==> src/rtl/sched_pkg.sv <==
package sched_pkg;
  typedef enum logic [1:0] {
    ST_IDLE = 2'd0,
    ST_SKIP = 2'd1,
    ST_ARM  = 2'd2,
    ST_RUN  = 2'd3
  } sched_state_t;

  localparam logic [1:0] START_NOW  = 2'd0;
  localparam logic [1:0] START_VS   = 2'd1;
  localparam logic [1:0] START_FID0 = 2'd2;
  localparam logic [1:0] START_FID1 = 2'd3;

  localparam int NUM_TASKS = 2;
  localparam logic TASK_A = 1'b0;
  localparam logic TASK_B = 1'b1;
endpackage

==> src/rtl/sched_pick.sv <==
module sched_pick
  import sched_pkg::*;
(
  input  logic [NUM_TASKS-1:0] en,
  input  logic [NUM_TASKS-1:0] rpt,
  input  logic                 cur,
  input  logic                 rep_done,
  input  logic                 from_idle,
  output logic                 ok,
  output logic                 nxt,
  output logic                 nxt_rep
);
  always_comb begin
    ok      = 1'b0;
    nxt     = cur;
    nxt_rep = 1'b0;
    if (from_idle) begin
      ok  = |en;
      nxt = en[TASK_B] ? TASK_B : TASK_A;
    end else if (en[cur] && rpt[cur] && !rep_done) begin
      ok      = 1'b1;
      nxt     = cur;
      nxt_rep = 1'b1;
    end else if (en[~cur]) begin
      ok  = 1'b1;
      nxt = ~cur;
    end else if (en[cur]) begin
      ok  = 1'b1;
      nxt = cur;
    end
  end
endmodule

==> src/rtl/sched_skip_ctr.sv <==
module sched_skip_ctr #(
  parameter int SKIP_W = 3
) (
  input  logic              clk,
  input  logic              rst_n,
  input  logic              clr,
  input  logic              load,
  input  logic [SKIP_W-1:0] load_val,
  input  logic              dec,
  output logic [SKIP_W-1:0] cnt
);
  always_ff @(posedge clk or negedge rst_n) begin
    if (!rst_n)        cnt <= '0;
    else if (clr)      cnt <= '0;
    else if (load)     cnt <= load_val;
    else if (dec && cnt != '0) cnt <= cnt - SKIP_W'(1);
  end

  // the top only counts down while fields remain to be skipped
  assert_no_underflow_R5: assert property (@(posedge clk) disable iff (!rst_n)
    (dec && !clr && !load) |-> (cnt != '0));
endmodule

==> src/rtl/sched_trig.sv <==
module sched_trig
  import sched_pkg::*;
#(
  parameter int LINE_W = 10
) (
  input  logic              clk,
  input  logic              rst_n,
  input  logic              clr,
  input  logic              arm,
  input  logic              vsync,
  input  logic              fid,
  input  logic [LINE_W-1:0] line_cnt,
  input  logic [1:0]        mode,
  input  logic [LINE_W-1:0] voff,
  output logic              fire
);
  logic vs_seen;
  logic at_line;

  always_ff @(posedge clk or negedge rst_n) begin
    if (!rst_n)             vs_seen <= 1'b0;
    else if (clr)           vs_seen <= 1'b0;
    else if (arm && vsync)  vs_seen <= 1'b1;
  end

  assign at_line = (line_cnt == voff);

  always_comb begin
    fire = 1'b0;
    if (arm && at_line) begin
      case (mode)
        START_NOW:  fire = 1'b1;
        START_VS:   fire = vs_seen;
        START_FID0: fire = !fid;
        default:    fire = fid;
      endcase
    end
  end

  // a vsync-qualified start never happens without an armed vsync
  assert_vs_needed_R2: assert property (@(posedge clk) disable iff (!rst_n)
    (fire && mode == START_VS) |-> vs_seen);
endmodule

==> src/rtl/task_pair_sched.sv <==
module task_pair_sched
  import sched_pkg::*;
#(
  parameter int LINE_W = 10,
  parameter int SKIP_W = 3
) (
  input  logic              clk,
  input  logic              rst_n,
  input  logic              sw_rst_n,
  input  logic              a_en,
  input  logic [1:0]        a_mode,
  input  logic              a_rpt,
  input  logic [SKIP_W-1:0] a_skip,
  input  logic [LINE_W-1:0] a_voff,
  input  logic              b_en,
  input  logic [1:0]        b_mode,
  input  logic              b_rpt,
  input  logic [SKIP_W-1:0] b_skip,
  input  logic [LINE_W-1:0] b_voff,
  input  logic              vsync,
  input  logic              fid,
  input  logic [LINE_W-1:0] line_cnt,
  input  logic              task_done,
  output logic              task_sel,
  output logic              proc_active,
  output logic              toggle
);
  localparam logic [SKIP_W-1:0] SKIP_LAST = SKIP_W'(1);

  logic [NUM_TASKS-1:0]             en_v, rpt_v;
  logic [NUM_TASKS-1:0][1:0]        mode_v;
  logic [NUM_TASKS-1:0][SKIP_W-1:0] skip_v;
  logic [NUM_TASKS-1:0][LINE_W-1:0] voff_v;

  assign en_v      = {b_en, a_en};
  assign rpt_v     = {b_rpt, a_rpt};
  assign mode_v[0] = a_mode;
  assign mode_v[1] = b_mode;
  assign skip_v[0] = a_skip;
  assign skip_v[1] = b_skip;
  assign voff_v[0] = a_voff;
  assign voff_v[1] = b_voff;

  sched_state_t      state;
  logic              cur, rep_done, tog_q;
  logic              pick_ok, pick_nxt, pick_rep;
  logic              choose, load_evt, fire;
  logic [SKIP_W-1:0] load_val, skip_cnt;

  sched_pick u_pick (
    .en        (en_v),
    .rpt       (rpt_v),
    .cur       (cur),
    .rep_done  (rep_done),
    .from_idle (state == ST_IDLE),
    .ok        (pick_ok),
    .nxt       (pick_nxt),
    .nxt_rep   (pick_rep)
  );

  assign choose   = (state == ST_IDLE) || (state == ST_RUN && task_done);
  assign load_evt = choose && pick_ok && sw_rst_n;
  assign load_val = skip_v[pick_nxt];

  sched_skip_ctr #(.SKIP_W(SKIP_W)) u_skip (
    .clk      (clk),
    .rst_n    (rst_n),
    .clr      (!sw_rst_n),
    .load     (load_evt),
    .load_val (load_val),
    .dec      (state == ST_SKIP && vsync),
    .cnt      (skip_cnt)
  );

  sched_trig #(.LINE_W(LINE_W)) u_trig (
    .clk      (clk),
    .rst_n    (rst_n),
    .clr      (load_evt || !sw_rst_n),
    .arm      (state == ST_ARM),
    .vsync    (vsync),
    .fid      (fid),
    .line_cnt (line_cnt),
    .mode     (mode_v[cur]),
    .voff     (voff_v[cur]),
    .fire     (fire)
  );

  always_ff @(posedge clk or negedge rst_n) begin
    if (!rst_n) begin
      state    <= ST_IDLE;
      cur      <= TASK_B;
      rep_done <= 1'b0;
      tog_q    <= 1'b0;
    end else if (!sw_rst_n) begin
      state    <= ST_IDLE;
      cur      <= TASK_B;
      rep_done <= 1'b0;
      tog_q    <= 1'b0;
    end else begin
      case (state)
        ST_SKIP: if (vsync && skip_cnt == SKIP_LAST) state <= ST_ARM;
        ST_ARM: if (fire) begin
          state <= ST_RUN;
          tog_q <= ~tog_q;
        end
        default: begin
          if (choose) begin
            if (pick_ok) begin
              cur      <= pick_nxt;
              rep_done <= pick_rep;
              state    <= (load_val == '0) ? ST_ARM : ST_SKIP;
            end else begin
              state    <= ST_IDLE;
            end
          end
        end
      endcase
    end
  end

  assign task_sel    = cur;
  assign proc_active = (state == ST_RUN);
  assign toggle      = tog_q;

  // software reset reaches every output one edge later
  assert_swrst_idle_R7: assert property (@(posedge clk) disable iff (!rst_n)
    !sw_rst_n |=> (!proc_active && task_sel && !toggle));

  // a running task only ends through task_done or software reset
  assert_run_hold_R6: assert property (@(posedge clk) disable iff (!rst_n)
    (proc_active && !task_done && sw_rst_n) |=> proc_active);

  // toggle changes exactly when processing begins
  assert_toggle_at_start_R8: assert property (@(posedge clk) disable iff (!rst_n)
    sw_rst_n |=> ((toggle != $past(toggle)) == $rose(proc_active)));

  // processing begins only after the task's offset line was present
  assert_start_at_offset_R2: assert property (@(posedge clk) disable iff (!rst_n)
    $rose(proc_active) |-> ($past(line_cnt) == voff_v[cur]));

  // with nothing enabled the scheduler does not leave idle
  assert_idle_stays_R9: assert property (@(posedge clk) disable iff (!rst_n)
    (state == ST_IDLE && en_v == '0 && sw_rst_n) |=> (state == ST_IDLE));

  // outside processing, task_done cannot move the selection
  assert_done_ignored_R10: assert property (@(posedge clk) disable iff (!rst_n)
    (sw_rst_n && (state == ST_SKIP || state == ST_ARM)) |=> (task_sel == $past(task_sel)));
endmodule

==> config.mk <==
export PLATFORM = sky130hd
export DESIGN_NAME = task_pair_sched
export DESIGN_NICKNAME = d
export VERILOG_FILES = /design/src/rtl/sched_pkg.sv /design/src/rtl/sched_pick.sv /design/src/rtl/sched_skip_ctr.sv /design/src/rtl/sched_trig.sv /design/src/rtl/task_pair_sched.sv
export SDC_FILE = /design/constraint.sdc
export NUM_CORES = 1
export LEC_CHECK = 0
export BUFFER_PORTS_ARGS = -buffer_cell sky130_fd_sc_hd__buf_2
export CORE_UTILIZATION = 44
export DETAILED_ROUTE_END_ITERATION = 7
export GPL_TIMING_DRIVEN = 0
export PLACE_DENSITY = 0.82
export RECOVER_POWER = 25
export REMOVE_ABC_BUFFERS = 1
export SYNTH_ARGS = -nofsm -noshare
export SYNTH_HDL_FRONTEND = slang
export SYNTH_SLANG_ARGS = --single-unit
==> constraint.sdc <==
create_clock -name clk -period 2.75 [get_ports clk]
set_input_delay 0.275 -clock clk [delete_from_list [all_inputs] [get_ports clk]]
set_output_delay 0.275 -clock clk [all_outputs]
set_load 0.005 [all_outputs]
==> impl_metrics.py <==
metrics = {
    "synth": {
        "synth_seq_cells": 9,
        "synth_edf_count": 0,
        "ys_seq_area_frac": 0.230,
        "ys.warnings.count": 0,
        "syn_area_um2": 985,
        "synth_top_area_frac": 0.203,
        "synth_cells": 110,
        "avgSynthCellArea_um2": 8.95,
        "ys_types": 34,
        "yosysMostFrequentCell": "mux2i_1",
        "synth_area_leader_cell": "dfrtp_1",
        "synthTopCellsByCount": "mux2i_1 (15), xnor2_1 (11), nor2_1 (9)",
        "synth_flop_cell": "dfrtp_1",
        "synthArstFlopShare": 1.00,
        "netlist_top_cells_area": "dfrtp_1 (20%), mux2i_1 (15%), xnor2_1 (9.8%), ha_1 (8.9%), o21ai_0 (3.6%)",
    },
    "clock_tree": {
        "clock-sinks": 9,
        "numCtsBuffers": 3,
        "clkLatencyLatePin_ns": 0.27,
        "cts.path.max_buffers": 2,
        "path_clk_slew_ns": 0.07,
        "cts_resized": 0,
        "cts_tree": "done",
        "clock-root-buffer": "clkbuf_4",
        "htree_levels": 1,
    },
    "run": {
        "cap_violations": 0,
    },
    "global_route": {
        "antenna_found_initial": 0,
        "grt_use_met2": 0.354,
        "grt_pass1_wl_um": 3920,
        "grt_use_total": 0.206,
        "globalRouteMet1Util": 0.241,
        "grt_remaining_overflow": 0,
        "met3_usage": 0.0654,
        "grt_max_degree": 18,
        "grt_pass1_vias": 947,
        "top_usage_layer": "met2",
    },
    "setup_path": {
        "cp-end-kind": "flop",
        "cp_max_fo": 17,
        "rrSetupSlack_ns": 0.42,
        "worstPathRequired_ns": 2.90,
        "rr_startpoint": "task_sel",
        "ff2ff_path_depth": 5,
        "rr_endpoint": "state[0]",
        "critical_path_class": "reg2reg",
        "critical_path_arrival_ns": 2.48,
        "critPathLaunchType": "flop",
    },
    "floorplanning": {
        "fp.dieArea_um2": 2430,
        "core_area_um2": 2040,
        "io_pins": 53,
        "die_x_um": 49.3,
        "start_util": 0.482,
        "row_count": 16,
        "die_h_um": 49.3,
    },
    "outcome": {
        "outcome": "finished clean",
    },
    "detailed_routing": {
        "wirelength_um": 2230,
        "ant_nets": 0,
        "via_per_inst": 5.21,
        "wl_per_cell_um": 11.6,
        "dr.pass1.iters": 4,
        "via_count": 1001,
        "drtIter0Drc": 18,
        "drc_errors": 0,
    },
    "timing": {
        "maxSlewHeadroom": 0.655,
        "tightest_slew_ns": 0.518,
        "fin_tns_setup_ns": 0,
        "setup_ws_ns": 0.418,
        "setup_viol": 0,
        "rsz0062_at_grt": "no",
        "period_share": 0.848,
        "hold_viol_final": 0,
        "skew_ns": 0.00828,
        "layout_min_cycle_time_ns": 2.33,
        "maxSlewViolCount": 0,
        "fmax_mhz": 429,
    },
    "layout": {
        "fillers": 195,
        "instances_no_fill": 192,
        "area_growth_syn_to_layout_pct": 30.2,
        "nNetsFinal": 223,
        "antenna_cells": 0,
        "final_util": 0.628,
        "drive_gt1_frac": 0.364,
    },
    "worst_hold_path": {
        "hp-start": "sw_rst_n",
        "worstHoldEndpoint": "task_sel",
        "hold_class": "in2reg",
        "min_path_cells": 2,
    },
    "place": {
        "port_buffers": 52,
        "place_congestion": 0.718,
        "hpwl_um": 1850,
        "dp.cells": 187,
        "place_worst_setup_slack_ns": 0.415,
    },
    "power_and_ir_drop": {
        "ir_worst_vdd_v": 0.000445,
        "p_per_area_nw_per_um2": 754,
        "p_leak_nw": 0.677,
    },
}
-- area by class of cell --
class | instances | area (µm²) | share of cell area
clock buffers | 4 | 26.3 | 0.0205
inverters | 7 | 26.3 | 0.0205
multi-input cells | 92 | 701 | 0.546
flip-flops and latches | 9 | 226 | 0.177
well taps | 27 | 33.8 | 0.0263
repair buffers | 53 | 269 | 0.210
-- placed cells by master, fill, tap and decap left out, types with 2 or more instances in the layout --
cell type | Yosys | layout
buf_2 | 0 | 51
mux2i_1 | 15 | 15
xnor2_1 | 11 | 11
nor2_1 | 9 | 9
dfrtp_1 | 8 | 8
inv_1 | 7 | 7
o21ai_0 | 7 | 7
ha_1 | 7 | 7
nand2_1 | 6 | 6
a21oi_1 | 5 | 5
nor3_1 | 5 | 5
a22o_1 | 3 | 3
clkbuf_4 | 0 | 3
a211oi_1 | 2 | 2
nor2b_1 | 2 | 2
o311a_1 | 2 | 2
mux2_2 | 2 | 2
clkbuf_1 | 0 | 2
-- critical path, stage by stage (launching register included) --
cell       delay [ns]
dfstp_2          0.80
mux2i_1          0.27
xnor2_1          0.10
a2111oi_2        0.41
a41oi_1          0.25
o311a_1          0.39
-- per-stage QoR --
stage / hold slack (ns) / power, mW / cell area (µm²)
6_report: 0.283 / 0.967 / 1280
5_1_grt: 0.295 / 1.08 / 1280
4_1_cts: 0.285 / 0.974 / 1280
3_5_place_dp: 0.148 / 0.864 / 1250
3_3_place_gp: 0.137 / 0.837 / 1250
2_1_floorplan: -0.0206 / 0.719 / 953
-- power breakdown --
group / switching (mW) / internal, mW
clock: 0.0497 / 0.0561
combinational: 0.296 / 0.306
sequential: 0.0762 / 0.183
total: 0.422 / 0.545
-- timing repair --
item / CTS / global route
buffers inserted: 0 / 0
endpoints found under the setup margin: 0 / 0
hold buffers: 1 / 0
endpoints found under the hold margin: 8 / 0
-- cells by family after synthesis --
logic type      Yosys count  share of synthesized area
compound gates           28                      0.198
xor+xnor                 11                     0.0978
fa+ha+maj                 7                     0.0889
buf+inv                   9                     0.0585
flops                     9                      0.230
mux                      17                      0.175
simple gates             29                      0.151
-- flip-flops by register name, indices dropped and copies added (netlist names) --
register,cells
u_skip.cnt,3
task_sel,1
toggle,1
rep_done,1
state,2
u_trig.vs_seen,1
-- how the worst max path moves through the flow --
stage | from | endpoint | slack, ns | depth (start not counted)
floorplan | task_sel | state[0] | 0.65 | 5
global placement | task_sel | state[0] | 0.51 | 5
detailed placement | task_sel | state[0] | 0.42 | 5
CTS | task_sel | state[0] | 0.41 | 5
global route | task_sel | state[0] | 0.24 | 6
finish | task_sel | state[0] | 0.42 | 5
-- metal layers --
layer / share of wire / up-vias
li1: - / 516
met1: 0.42 / 438
met2: 0.49 / 44
met3: 0.087 / 3
met4: 0.0085 / 0
met5: 0 / -
No activity file was read; power rests on OpenSTA's default activity.
